<file path="config.mk">
export PLATFORM = sky130hd
export DESIGN_NAME = rx_byte_queue
export DESIGN_NICKNAME = d
export VERILOG_FILES = /design/src/rtl/rxq_pkg.sv /design/src/rtl/rxq_store.sv /design/src/rtl/rxq_timer.sv /design/src/rtl/rxq_flags.sv /design/src/rtl/rx_byte_queue.sv
export SDC_FILE = /design/constraint.sdc
export NUM_CORES = 1
export LEC_CHECK = 0
export BUFFER_PORTS_ARGS = -buffer_cell sky130_fd_sc_hd__buf_2
export CAP_MARGIN = 20
export CORE_MARGIN = 3
export CORE_UTILIZATION = 45
export CTS_CLUSTER_SIZE = 10
export DETAILED_ROUTE_END_ITERATION = 8
export PLACE_DENSITY = 0.72
export SYNTH_ARGS = -nofsm -noshare
export SYNTH_HDL_FRONTEND = slang
export SYNTH_SLANG_ARGS = --single-unit
</file>
<file path="constraint.sdc">
create_clock -name clk -period 4.8 [get_ports clk]
set_input_delay 0.96 -clock clk [delete_from_list [all_inputs] [get_ports clk]]
set_output_delay 0.96 -clock clk [all_outputs]
set_load 0.02 [all_outputs]
</file>
<file path="src/rtl/rxq_pkg.sv">
// Shared definitions for the receive byte queue.
// Assumes: the status and event vectors use the bit order given here.
package rxq_pkg;
    localparam int FLAG_N   = 5;
    localparam int FL_EMPTY = 0;
    localparam int FL_FULL  = 1;
    localparam int FL_OVR   = 2;
    localparam int FL_TRIG  = 3;
    localparam int FL_TMO   = 4;

    typedef logic [FLAG_N-1:0] rxq_flags_t;
endpackage

</file>
<file path="src/rtl/rxq_store.sv">
// Byte storage with read and write pointers and a fill count.
// Assumes: push and pop arrive already qualified. A pop only comes when
// bytes are held. A push only comes when there is room after this cycle's pop.
module rxq_store #(
    parameter int DEPTH  = 16,
    parameter int DATA_W = 8,
    localparam int PTR_W = $clog2(DEPTH),
    localparam int CNT_W = $clog2(DEPTH + 1)
) (
    input  logic              clk,
    input  logic              rst_n,
    input  logic              clear,
    input  logic              push,
    input  logic              pop,
    input  logic [DATA_W-1:0] wdata,
    output logic [DATA_W-1:0] head,
    output logic [CNT_W-1:0]  count
);
    logic [DATA_W-1:0] mem [DEPTH];
    logic [PTR_W-1:0]  wptr;
    logic [PTR_W-1:0]  rptr;

    // Next pointer value, with wrap at the last slot.
    function automatic logic [PTR_W-1:0] bump(input logic [PTR_W-1:0] p);
        return (p == PTR_W'(DEPTH - 1)) ? '0 : p + PTR_W'(1);
    endfunction

    // One write enable per slot.
    for (genvar i = 0; i < DEPTH; i++) begin : g_slot
        always_ff @(posedge clk) begin
            if (push && (wptr == PTR_W'(i))) mem[i] <= wdata;
        end
    end

    // Oldest byte, presented for the top to capture.
    assign head = mem[rptr];

    // Pointer and count upkeep.
    always_ff @(posedge clk) begin
        if (!rst_n || clear) begin
            wptr  <= '0;
            rptr  <= '0;
            count <= '0;
        end else begin
            if (push) wptr <= bump(wptr);
            if (pop)  rptr <= bump(rptr);
            count <= count + CNT_W'(push) - CNT_W'(pop);
        end
    end
endmodule

</file>
<file path="src/rtl/rxq_timer.sv">
// Idle timeout countdown, in whole character times.
// Assumes: load is an accepted byte. run is high while the queue holds data.
// expire is a one-cycle combinational strobe on the last step of the countdown.
module rxq_timer #(
    parameter int CHAR_W    = 16,
    parameter int TMO_CHARS = 4,
    localparam int TMR_W    = CHAR_W + $clog2(TMO_CHARS + 1)
) (
    input  logic              clk,
    input  logic              rst_n,
    input  logic              clear,
    input  logic              load,
    input  logic              run,
    input  logic [CHAR_W-1:0] char_cycles,
    output logic              expire
);
    logic [TMR_W-1:0] remain;
    logic [TMR_W-1:0] span;

    // Full window length for the current character time.
    assign span   = TMR_W'(char_cycles) * TMR_W'(TMO_CHARS);
    assign expire = run && !load && !clear && (remain == TMR_W'(1));

    // Reload on each accepted byte, count down while data is held.
    always_ff @(posedge clk) begin
        if (!rst_n || clear) begin
            remain <= '0;
        end else if (load) begin
            remain <= span;
        end else if (run && (remain != '0)) begin
            remain <= remain - TMR_W'(1);
        end
    end
endmodule

</file>
<file path="src/rtl/rxq_flags.sv">
// Status level rules and their rising-edge event pulses.
// Assumes: rd is an active read and wr_ok is an accepted byte. wr_drop is a byte
// refused for lack of room. cnt_mid is the count after the pop and cnt_new is the
// count after both operations.
module rxq_flags
    import rxq_pkg::*;
#(
    parameter int DEPTH = 16,
    parameter int LVL_W = 6,
    localparam int CNT_W = $clog2(DEPTH + 1),
    localparam int CMP_W = (CNT_W > LVL_W) ? CNT_W : LVL_W
) (
    input  logic             clk,
    input  logic             rst_n,
    input  logic             clear,
    input  logic             rd,
    input  logic             wr_ok,
    input  logic             wr_drop,
    input  logic             expire,
    input  logic [CNT_W-1:0] cnt_mid,
    input  logic [CNT_W-1:0] cnt_new,
    input  logic [LVL_W-1:0] level,
    output rxq_flags_t       flags,
    output rxq_flags_t       pulses
);
    rxq_flags_t nxt;

    // Flag updates: read effects first, then write effects, then timeout.
    always_comb begin
        nxt = flags;
        if (clear) begin
            nxt[FL_EMPTY] = 1'b1;
            nxt[FL_FULL]  = 1'b0;
            nxt[FL_OVR]   = 1'b0;
            nxt[FL_TMO]   = 1'b0;
        end else begin
            if (rd) begin
                nxt[FL_FULL] = 1'b0;
                nxt[FL_OVR]  = 1'b0;
                if (cnt_mid == '0) nxt[FL_EMPTY] = 1'b1;
                if (CMP_W'(cnt_mid) < CMP_W'(level)) nxt[FL_TRIG] = 1'b0;
            end
            if (wr_ok) begin
                nxt[FL_EMPTY] = 1'b0;
                nxt[FL_TMO]   = 1'b0;
                if (cnt_new == CNT_W'(DEPTH)) nxt[FL_FULL] = 1'b1;
                if (CMP_W'(cnt_new) >= CMP_W'(level)) nxt[FL_TRIG] = 1'b1;
            end
            if (wr_drop) nxt[FL_OVR] = 1'b1;
            if (expire)  nxt[FL_TMO] = 1'b1;
        end
    end

    // Register the levels and flag each 0-to-1 change for one cycle.
    always_ff @(posedge clk) begin
        if (!rst_n) begin
            flags  <= rxq_flags_t'(1 << FL_EMPTY);
            pulses <= '0;
        end else begin
            flags  <= nxt;
            pulses <= nxt & ~flags;
        end
    end
endmodule

</file>
<file path="src/rtl/rx_byte_queue.sv">
// Receive byte queue: storage, status levels, trigger level register and idle
// timeout. It qualifies the incoming strobes and registers the byte returned by a read.
// Assumes: in_valid and rd_pop are single-cycle strobes. A flush overrides both.
module rx_byte_queue
    import rxq_pkg::*;
#(
    parameter int DEPTH     = 16,
    parameter int DATA_W    = 8,
    parameter int LVL_W     = 6,
    parameter int LVL_RST   = 32,
    parameter int CHAR_W    = 16,
    parameter int TMO_CHARS = 4,
    localparam int CNT_W    = $clog2(DEPTH + 1)
) (
    input  logic              clk,
    input  logic              rst_n,
    input  logic              rx_en,
    input  logic              rx_dis,
    input  logic              rx_flush,
    input  logic              in_valid,
    input  logic [DATA_W-1:0] in_data,
    input  logic              rd_pop,
    output logic [DATA_W-1:0] rd_data,
    input  logic              lvl_we,
    input  logic [LVL_W-1:0]  lvl_in,
    input  logic [CHAR_W-1:0] char_cycles,
    output logic [CNT_W-1:0]  fill_count,
    output logic [FLAG_N-1:0] status,
    output logic [FLAG_N-1:0] events
);
    logic              active;
    logic              rd_req;
    logic              pop_ok;
    logic              wr_req;
    logic              wr_ok;
    logic              wr_drop;
    logic [CNT_W-1:0]  cnt_mid;
    logic [CNT_W-1:0]  cnt_new;
    logic [DATA_W-1:0] head;
    logic [LVL_W-1:0]  level;
    logic              expire;

    // Qualify the strobes. A pop is taken before a push in the same cycle.
    assign active  = rx_en && !rx_dis;
    assign rd_req  = active && rd_pop && !rx_flush;
    assign pop_ok  = rd_req && (fill_count != '0);
    assign cnt_mid = fill_count - CNT_W'(pop_ok);
    assign wr_req  = active && in_valid && !rx_flush;
    assign wr_ok   = wr_req && (cnt_mid != CNT_W'(DEPTH));
    assign wr_drop = wr_req && (cnt_mid == CNT_W'(DEPTH));
    assign cnt_new = cnt_mid + CNT_W'(wr_ok);

    rxq_store #(.DEPTH(DEPTH), .DATA_W(DATA_W)) u_store (
        .clk   (clk),
        .rst_n (rst_n),
        .clear (rx_flush),
        .push  (wr_ok),
        .pop   (pop_ok),
        .wdata (in_data),
        .head  (head),
        .count (fill_count)
    );

    rxq_timer #(.CHAR_W(CHAR_W), .TMO_CHARS(TMO_CHARS)) u_timer (
        .clk         (clk),
        .rst_n       (rst_n),
        .clear       (rx_flush),
        .load        (wr_ok),
        .run         (fill_count != '0),
        .char_cycles (char_cycles),
        .expire      (expire)
    );

    rxq_flags #(.DEPTH(DEPTH), .LVL_W(LVL_W)) u_flags (
        .clk     (clk),
        .rst_n   (rst_n),
        .clear   (rx_flush),
        .rd      (rd_req),
        .wr_ok   (wr_ok),
        .wr_drop (wr_drop),
        .expire  (expire),
        .cnt_mid (cnt_mid),
        .cnt_new (cnt_new),
        .level   (level),
        .flags   (status),
        .pulses  (events)
    );

    // Trigger level register.
    always_ff @(posedge clk) begin
        if (!rst_n)      level <= LVL_W'(LVL_RST);
        else if (lvl_we) level <= lvl_in;
    end

    // Read data: oldest byte, or zero when the queue is empty.
    always_ff @(posedge clk) begin
        if (!rst_n)      rd_data <= '0;
        else if (rd_req) rd_data <= pop_ok ? head : '0;
    end
endmodule

</file>
Word level (Yosys, flattened, before mapping). Memories as Yosys holds them, arrays and structs flattened. A register that Yosys moved wholly into a read port is not among the register bits. Cells that the tools add are included.

Bitwise logic cells: 2. Add/sub/neg operators: 7. Equality and inequality tests: 20. Reduce and logical (&&, ||, !) cells: 54. Muxes and demuxes: 96. Order comparisons: 2.

Operator list (count): 8-bit two-way mux (16); 8-bit OR reduction (15); 4-bit two-way mux (20); 1-bit two-way mux (55); 4-bit equality test, second input constant (9); 18-bit two-way mux (2); 1-bit logical AND (28); 19-bit by 1-bit equality test with 1-bit output, second input constant (1); 19-bit nonzero test (1); 19-bit by 1-bit subtractor with 19-bit output, second input constant (1); 4-bit by 3-bit equality test with 1-bit output, second input constant (4); 5-bit by 1-bit adder with 5-bit output (2); 5-bit equality test, second input constant (2); 5-bit by 1-bit subtractor with 5-bit output (2); 4-bit by 1-bit adder with 4-bit output, second input constant (2); 4-bit by 2-bit equality test with 1-bit output, second input constant (2); 5-bit by 6-bit >= comparator with 1-bit output (1); 5-bit by 6-bit < comparator with 1-bit output (1); 5-bit AND (1); 5-bit logical NOT (1); 5-bit != test, second input constant (1); 5-bit NOT (1); 5-bit nonzero test (1); 4-bit by 1-bit equality test with 1-bit output, second input constant (1); other kinds (7) (11).

Word-level logic and storage cells: 191. Output and inout bits: 23. Input bits: 38. Memories kept: 1. Bits in writable memories: 128. Register bits: 56.

Memory list: u_store.mem (depth 16, bits a word 8, read ports 1, clocked after Yosys merged registers in 1, wr ports 1, RTL line rxq_store.sv:19) `logic [DATA_W-1:0] mem [DEPTH];`.

Longest topological paths before layout. Gate-level depths: netlist of the first run.

Depth in word-level cells: 27. Mapped depth: 23. Depth with buffers taken out: 22.

Cells and area by module. Synthesis of the first run repeated with hierarchy kept, for this count alone.

Cell total of the unflattened synthesis: 588. Area total of the unflattened synthesis: 8338.0 µm².

Modules (own cells, without submodules): rxq_store (seq. area each 4184.0 µm², cells an instance 301, area an instance 5794.3 µm², instances 1); rxq_timer (seq. area each 380.4 µm², cells an instance 136, area an instance 1196.1 µm², instances 1); rx_byte_queue (seq. area each 280.3 µm², cells an instance 87, area an instance 780.7 µm², instances 1); rxq_flags (seq. area each 200.2 µm², cells an instance 64, area an instance 566.8 µm², instances 1).

Least setup slack after synthesis of the first run. Ideal clock, no wire load.

Path kind: input port to flip-flop. Start point: in rx_flush. End point: reg u_store.count[4]. Setup time: 0.126 ns. Required time: 4.674 ns. Path slack: 0.229 ns. Path buffers: 1. Data arrival time: 4.445 ns. Stages on the path: 21. Cells stage by stage: nor3b_2 > nand2_1 > nor2_1 > ha_1 > ha_1 > xor2_2 > a2111oi_2 > and2_1 > a21oi_2 > inv_2 > clkbuf_1 > ha_1 > inv_1 > ha_1 > inv_1 > fa_1 > nor2_1 > nor2_1 > nor2_1 > or3_1 > a21oi_1.

Cells in the longest elaborated chain, start to end: 8. Elaborated cells on any way between the ends: 10. Classes of those cells: add/sub (3); eq/ne (1); reduce/logical (6).

RTL lines: start: declaration (RTL line rx_byte_queue.sv:19) `input logic rx_flush,`; 1-bit logical NOT (RTL line rx_byte_queue.sv:45, rx_byte_queue.sv:48); 1-bit logical AND (RTL line rx_byte_queue.sv:45) `assign rd_req = active && rd_pop && !rx_flush;`; 1-bit logical AND (RTL line rx_byte_queue.sv:46) `assign pop_ok = rd_req && (fill_count != '0);`; 5-bit by 1-bit subtractor with 5-bit output (RTL line rx_byte_queue.sv:47) `assign cnt_mid = fill_count - CNT_W'(pop_ok);`; 5-bit != test (RTL line rx_byte_queue.sv:49) `assign wr_ok = wr_req && (cnt_mid != CNT_W'(DEPTH));`; 1-bit logical AND (RTL line rx_byte_queue.sv:49); 5-bit by 1-bit adder with 5-bit output (RTL line rxq_store.sv:47) `count <= count + CNT_W'(push) - CNT_W'(pop);`; 5-bit by 1-bit subtractor with 5-bit output (RTL line rxq_store.sv:47); end signal: assignment (RTL line rxq_store.sv:47); end: declaration (RTL line rxq_store.sv:17) `output logic [CNT_W-1:0] count`.

Several ways; a longest one is shown, not always the timed one. A chain may end at the register's enable or synchronous reset.

Worst setup path in the final report of the first run.
Start point: reg u_store.count[3]. End point: reg u_flags.flags[3].

Cells in the longest elaborated chain, start to end: 10. Elaborated cells on any way between the ends: 13. Classes of those cells: add/sub (2); order compare (2); eq/ne (1); mux (5); reduce/logical (3).

RTL lines: 5-bit nonzero test (RTL line rx_byte_queue.sv:46); 1-bit logical AND (RTL line rx_byte_queue.sv:46); 5-bit by 1-bit subtractor with 5-bit output (*) (RTL line rx_byte_queue.sv:47); 5-bit != test (RTL line rx_byte_queue.sv:49); 1-bit logical AND (RTL line rx_byte_queue.sv:49); 5-bit by 1-bit adder with 5-bit output (RTL line rx_byte_queue.sv:51) `assign cnt_new = cnt_mid + CNT_W'(wr_ok);`; 5-bit by 6-bit >= comparator with 1-bit output (RTL line rxq_flags.sv:47) `if (CMP_W'(cnt_new) >= CMP_W'(level)) nxt[FL_TRIG] = 1'b1;`; 1-bit two-way mux (RTL line rxq_flags.sv:47); 2-bit two-way mux (*) (RTL line rxq_flags.sv:43) `if (wr_ok) begin`; 1-bit two-way mux (*) (RTL line rxq_flags.sv:31) `if (clear) begin`; end signal: assignment (RTL line rxq_flags.sv:57) `flags <= rxq_flags_t'(1 << FL_EMPTY);`; end signal: assignment (RTL line rxq_flags.sv:60) `flags <= nxt;`; end: declaration (RTL line rxq_flags.sv:23) `output rxq_flags_t flags,`.

Every way passes the cells marked *; elsewhere a longest branch is shown, timed or not.

==> impl_metrics.ini, run 1 <==
[outcome]
status = completed

[detailed_routing]
drt-initial-drc-count = 321
drc = 0
drtPass1Iterations = 5
num_vias = 4978
drt-total-wl_um = 16300
via_per_inst = 5.68
ant_nets = 0
wire_per_inst_um = 18.6

[synth]
synthFlopType = edfxtp_1
ys_warn_count = 0
ys_seq_area_share_pct = 61.9
synth_fp_nets = 646
postSynthCellCount = 578
yosysUniqueCellTypes = 62
ys_async_sr_fraction_pct = 0
syn_area_mm2 = 0.00815
avgSynthCellArea_um2 = 14.1
synth-edff-count = 128
synth-seq-cells = 188

[hold_path]
min_to = u_flags.pulses[4]$_SDFF_PN0_
hold_depth = 1
min_from = u_flags.flags[4]$_SDFF_PN0_
hold_class = flip-flop to flip-flop

[clock_network]
cts_tree = done
insertion_delay_ps = 430
clk_pin_slew_ps = 70
postCtsHoldBufs = 0
cts_resized = 0
cts_sinks = 188
cts.path.max_buffers = 2
root_buffer = clkbuf_16
cts_made_buffers = 17
post-cts-setup-buffers = 0
htreeDepth = 4

[finish]
final_cell_mix = edfxtp_1 (128), buf_2 (60), dfxtp_1 (58)
final_common_cell = edfxtp_1
multi_input_area_mm2 = 0.00291
seqCellArea_mm2 = 0.00505
drive_above_1_share_pct = 22.7
nNetsFinal = 707
area_growth_pct = 13.9
antenna_cells = 0
nFillCells = 1448
post-route-util_pct = 52.9

[floorplan]
dieArea_mm2 = 0.0198
core-area_mm2 = 0.0175
ios = 61
die_h_um = 141
die_w_um = 141
num_rows = 48
start_util_pct = 46.5

[setup_path]
cp-start-kind = flip-flop
reg2reg_slack_ps = 490
r2r_cells = 21
path_class = flip-flop to flip-flop
arrival_ps = 4600
required_ps = 5100
regToRegEndpoint = u_flags.flags[3]$_SDFF_PN0_
timing.rr.start = u_store.count[3]$_SDFF_PP0_
cp-end-kind = flip-flop
crit_path_max_fanout = 41

[grt]
antenna_found_initial = 0
grt_usage_pct = 17.1
grt-ovfl-total = 0
grt_pass1_vias = 5102
grt_start_max_net_pins = 42
grt_pass1_wl_um = 26200

[job]
max-cap-violations = 0

[timing]
fin_crit_sh_pct = 89.7
fmax_ghz = 0.232
setup_tns_ps = 0
finalSetupViolCount = 0
slew_violations = 0
fin_skew_ps = 13.9
slew_headroom_pct = 28.9
hold_violations = 0
worst_pin_slew_ps = 1060
fin_crit_ps = 4310
rsz0062_at_grt = no

[pwr]
powerDensity_mw_per_mm2 = 352
vdd_drop_max_uv = 265
p_leak_nw = 3.29

[placed_design]
gp_congestion = 0.834
hpwlAfterDp_um = 11200
portBuffers = 60
## per-layer routing
metal	share of wire, %	up-vias	track usage (%)
li1	-	2316	-
met4	1.2	0	5.00
met2	50	167	28.9
met1	43	2480	21.9
met5	0	-	0
met3	5.8	15	4.21
## per-stage QoR
stage | power [W] | cells | hold slack (ps) | worst slack [ps] | instance area [µm²]
3_5_place_dp | 0.00189 | 845 | 437 | 255 | 8680
4_1_cts | 0.00330 | 877 | 454 | 463 | 9280
3_3_place_gp | 0.00189 | 844 | 442 | 482 | 8660
2_1_floorplan | 0.00185 | 578 | 456 | 229 | 8150
6_report | 0.00327 | 877 | 452 | 495 | 9280
5_1_grt | 0.00337 | 877 | 463 | 14.2 | 9280
## area by class of cell
class / instances / share of cell area [%]
sequential: 188 / 54.4
clock inverter: 11 / 1.31
multi-input combinational: 343 / 31.3
tap: 225 / 3.03
timing repair buffer: 67 / 3.88
clock buffer: 21 / 5.20
inverter: 22 / 0.890
## logic make-up (layout without fill, tap and decap cells)
group | count (synthesis) | count (layout) | synth area share, %
flops | 188 | 188 | 61.9
simple gates | 146 | 146 | 10.1
compound gates | 94 | 94 | 7.17
mux | 50 | 50 | 11.1
buf+inv | 47 | 121 | 2.44
fa+ha+maj | 30 | 30 | 4.70
xor+xnor | 23 | 23 | 2.56
## flip-flops by register name, indices dropped and copies added, names as in the netlist, named ones only
name,count
u_timer.remain,19
u_store.wptr,4
rd_data,8
u_store.rptr,4
level,6
u_store.mem,128
u_flags.flags,5
u_flags.pulses,5
u_store.count,5
## worst max-delay path: stages, from the launching register on
cell and delay, ps:
dfxtp_1 410, inv_1 140, ha_1 160, inv_1 50, nor4_1 460, nor2_1 130
ha_1 230, ha_1 240, xor2_2 240, a2111oi_2 380, and2_1 220, a21oi_2 70
inv_2 60, buf_4 340, a21o_1 180, ha_1 220, inv_1 50, a21boi_0 70
o21ai_0 140, a21oi_1 80, nor2_1 180, o31ai_1 110
## synthesized netlist by cell type (all sizes together) (2+ instances only)
library cell,number,area [µm²]
nor3b,2,25.0
mux4,32,721
xnor2,13,114
mux2i,16,160
o21ai,24,120
nor2b,20,125
xor2,10,95.1
ha,29,363
nand3,6,35.0
clkbuf,11,41.3
nor2,37,155
nor4b,2,23.8
nor3,11,60.1
mux2,2,22.5
and2,7,43.8
a21oi,37,189
inv,22,82.6
a211o,2,17.5
and3,13,81.3
or3,5,31.3
a211oi,9,67.6
nor4,6,58.8
dfxtp,60,1200
o211ai,2,15.0
nand4,3,18.8
a22o,8,70.1
nand2,26,97.6
buf,14,75.1
edfxtp,128,3840
nand4b,2,23.8
nand2b,2,12.5
## worst max path at each step
stage,startpoint,end,cells past startpoint
6_report,u_store.count[3]$_SDFF_PP0_,u_flags.flags[3]$_SDFF_PN0_,21
5_1_grt,u_store.count[2]$_SDFF_PP0_,u_flags.flags[3]$_SDFF_PN0_,21
4_1_cts,u_store.count[2]$_SDFF_PP0_,u_flags.flags[3]$_SDFF_PN0_,21
3_5_place_dp,rx_flush,u_flags.pulses[3]$_SDFF_PN0_,20
3_3_place_gp,rx_flush,u_store.count[4]$_SDFF_PP0_,21
2_1_floorplan,rx_flush,u_store.count[4]$_SDFF_PP0_,21
## power by group
part | switching [W] | internal (W)
registers | 0.00000738 | 0.00173
clock network | 0.000620 | 0.000793
logic | 0.0000722 | 0.0000436
Power figures use the tool's default switching activity.
==> run 2, diff against run 1 <==
--- a/config.mk
+++ b/config.mk
@@ -8,10 +8,10 @@
 export BUFFER_PORTS_ARGS = -buffer_cell sky130_fd_sc_hd__buf_2
 export CAP_MARGIN = 20
 export CORE_MARGIN = 3
-export CORE_UTILIZATION = 45
+export CORE_UTILIZATION = 60
 export CTS_CLUSTER_SIZE = 10
 export DETAILED_ROUTE_END_ITERATION = 8
-export PLACE_DENSITY = 0.72
+export PLACE_DENSITY = 0.87
 export SYNTH_ARGS = -nofsm -noshare
 export SYNTH_HDL_FRONTEND = slang
 export SYNTH_SLANG_ARGS = --single-unit
==> constraint.sdc (replaced) <==
create_clock -name clk -period 4.73 [get_ports clk]
set_input_delay 0.946 -clock clk [delete_from_list [all_inputs] [get_ports clk]]
set_output_delay 0.946 -clock clk [all_outputs]
set_load 0.02 [all_outputs]
==> impl_metrics.ini, run 2 (synthesized netlist as in run 1, its figures left out) <==
[floorplan]
start_util_pct = 63.0
die_h_um = 123
ios = 61
num_rows = 41
dieArea_mm2 = 0.0150
die_w_um = 123
core-area_mm2 = 0.0129

[clock_network]
cts_resized = 0
cts.path.max_buffers = 2
root_buffer = clkbuf_16
insertion_delay_ps = 420
clk_pin_slew_ps = 60
cts_sinks = 188
postCtsHoldBufs = 0
cts_made_buffers = 17
htreeDepth = 4
post-cts-setup-buffers = 0
cts_tree = done

[finish]
largest_register_ffs = 128
top_regs = u_store.mem: 128 flops, u_timer.remain: 19 flops, rd_data: 8 flops
final_cell_mix = edfxtp_1 (128), buf_2 (60), dfxtp_1 (58)
antenna_cells = 0
drive_above_1_share_pct = 22.7
nFillCells = 855
post-route-util_pct = 71.4
regMostFlops = u_store.mem
multi_input_area_mm2 = 0.00291
nNetsFinal = 707
seqCellArea_mm2 = 0.00505
design_area_mm2 = 0.00923
area_growth_pct = 13.3
final_common_cell = edfxtp_1

[setup_path]
cp-end-kind = flip-flop
crit_path_max_fanout = 41
required_ps = 5020
path_class = flip-flop to flip-flop
r2r_cells = 21
timing.rr.start = u_store.count[2]$_SDFF_PP0_
reg2reg_slack_ps = 350
arrival_ps = 4680
regToRegEndpoint = u_flags.flags[3]$_SDFF_PN0_
cp-start-kind = flip-flop

[timing]
fin_crit_ps = 4380
setup_tns_ps = 0
fin_crit_sh_pct = 92.7
rsz0062_at_grt = no
finalSetupViolCount = 0
fin_skew_ps = 9.74
fmax_ghz = 0.228
hold_violations = 0
slew_violations = 0
worst_pin_slew_ps = 944
slew_headroom_pct = 36.9

[pwr]
p_switching_w = 0.000693
pwr-share-comb_pct = 3.6
switching_share_pct = 20.9
power_frac_clock_pct = 43.2
seq_power_share_pct = 53.3
vdd_drop_max_uv = 299
powerDensity_mw_per_mm2 = 360
p_leak_nw = 3.30
intPower_w = 0.00263

[grt]
antenna_found_initial = 0
grt_pass1_wl_um = 26500
grt_pass1_vias = 5143
grt_start_max_net_pins = 42
grt_usage_pct = 23.4
grt-ovfl-total = 0

[job]
max-cap-violations = 0

[detailed_routing]
num_vias = 5053
drc = 0
drt-initial-drc-count = 518
drt-total-wl_um = 16600
drtPass1Iterations = 5
ant_nets = 0
wire_per_inst_um = 20.1
via_per_inst = 6.13

[hold_path]
hold_class = flip-flop to flip-flop
hold_depth = 1
min_from = u_flags.flags[1]$_SDFF_PN0_
min_to = u_flags.pulses[1]$_SDFF_PN0_

[placed_design]
hpwlAfterDp_um = 10800
gp_congestion = 0.823
portBuffers = 60
place_area_mm2 = 0.00860

[outcome]
status = completed
run 2: cell count changes in the layout (fill, tap and decap cells not counted):
cell	change
clkinv_8	-1
clkinv_4	-2
inv_8	+1
inv_6	-1
clkbuf_16	+1
buf_16	+1
clkbuf_8	+3
bufinv_16	-1
buf_8	-1
run 2: layout make-up:
cell class                 instances  share of cell area [%]
timing repair buffer              67                    4.04
multi-input combinational        343                    31.5
sequential                       188                    54.7
inverter                          22                   0.894
clock inverter                     7                   0.650
clock buffer                      25                    5.95
tap                              172                    2.33
run 2: worst max-delay path by stage:
stage                                              to  slack (ps)  cells past startpoint                         from
after detailed placement  u_flags.flags[3]$_SDFF_PN0_          90                     20                     rx_flush
after global routing      u_flags.flags[3]$_SDFF_PN0_           6                     21  u_store.count[2]$_SDFF_PP0_
after CTS                 u_flags.flags[3]$_SDFF_PN0_         370                     21  u_store.count[2]$_SDFF_PP0_
after global placement    u_store.count[4]$_SDFF_PP0_         410                     21                     rx_flush
after floorplan           u_store.count[4]$_SDFF_PP0_         170                     21                     rx_flush
final                     u_flags.flags[3]$_SDFF_PN0_         350                     21  u_store.count[2]$_SDFF_PP0_
run 2: metal layers:
metal,vias to the layer above,GRT usage (%),share of wire [%],wire (µm)
met5,-,0,0,0
met1,2506,29.8,42,6910
met4,0,8.54,1.9,315
met2,205,39.8,50,8330
met3,28,5.25,6.1,1000
li1,2314,-,-,-
run 2: worst max-delay path, cell delays in order, from the launching register on:
cell and delay, ps:
dfxtp_1 380, inv_1 180, ha_1 200, inv_1 70, nor4_1 440, nor2_1 150, ha_1 240, ha_1 240
xor2_2 240, a2111oi_2 370, and2_1 220, a21oi_2 80, inv_2 50, buf_4 350, a21o_1 190, ha_1 220
inv_1 50, a21boi_0 70, o21ai_0 170, a21oi_1 80, nor2_1 160, o31ai_1 100
run 2: power groups by stage:
stage / clock, W / sequential (W) / combinational [W]
2_1_floorplan: 0 / 0.00180 / 0.0000682
3_3_place_gp: 0 / 0.00180 / 0.000111
3_5_place_dp: 0 / 0.00180 / 0.000117
4_1_cts: 0.00144 / 0.00177 / 0.000118
5_1_grt: 0.00152 / 0.00177 / 0.000131
6_report: 0.00143 / 0.00177 / 0.000119
run 2: metrics by stage:
step	cells	total power, W	hold WS, ps	setup WS, ps
2_1_floorplan	578	0.00187	456	173
3_3_place_gp	791	0.00191	425	414
3_5_place_dp	791	0.00192	433	86.8
4_1_cts	823	0.00333	450	373
5_1_grt	824	0.00342	474	5.54
6_report	824	0.00332	446	347
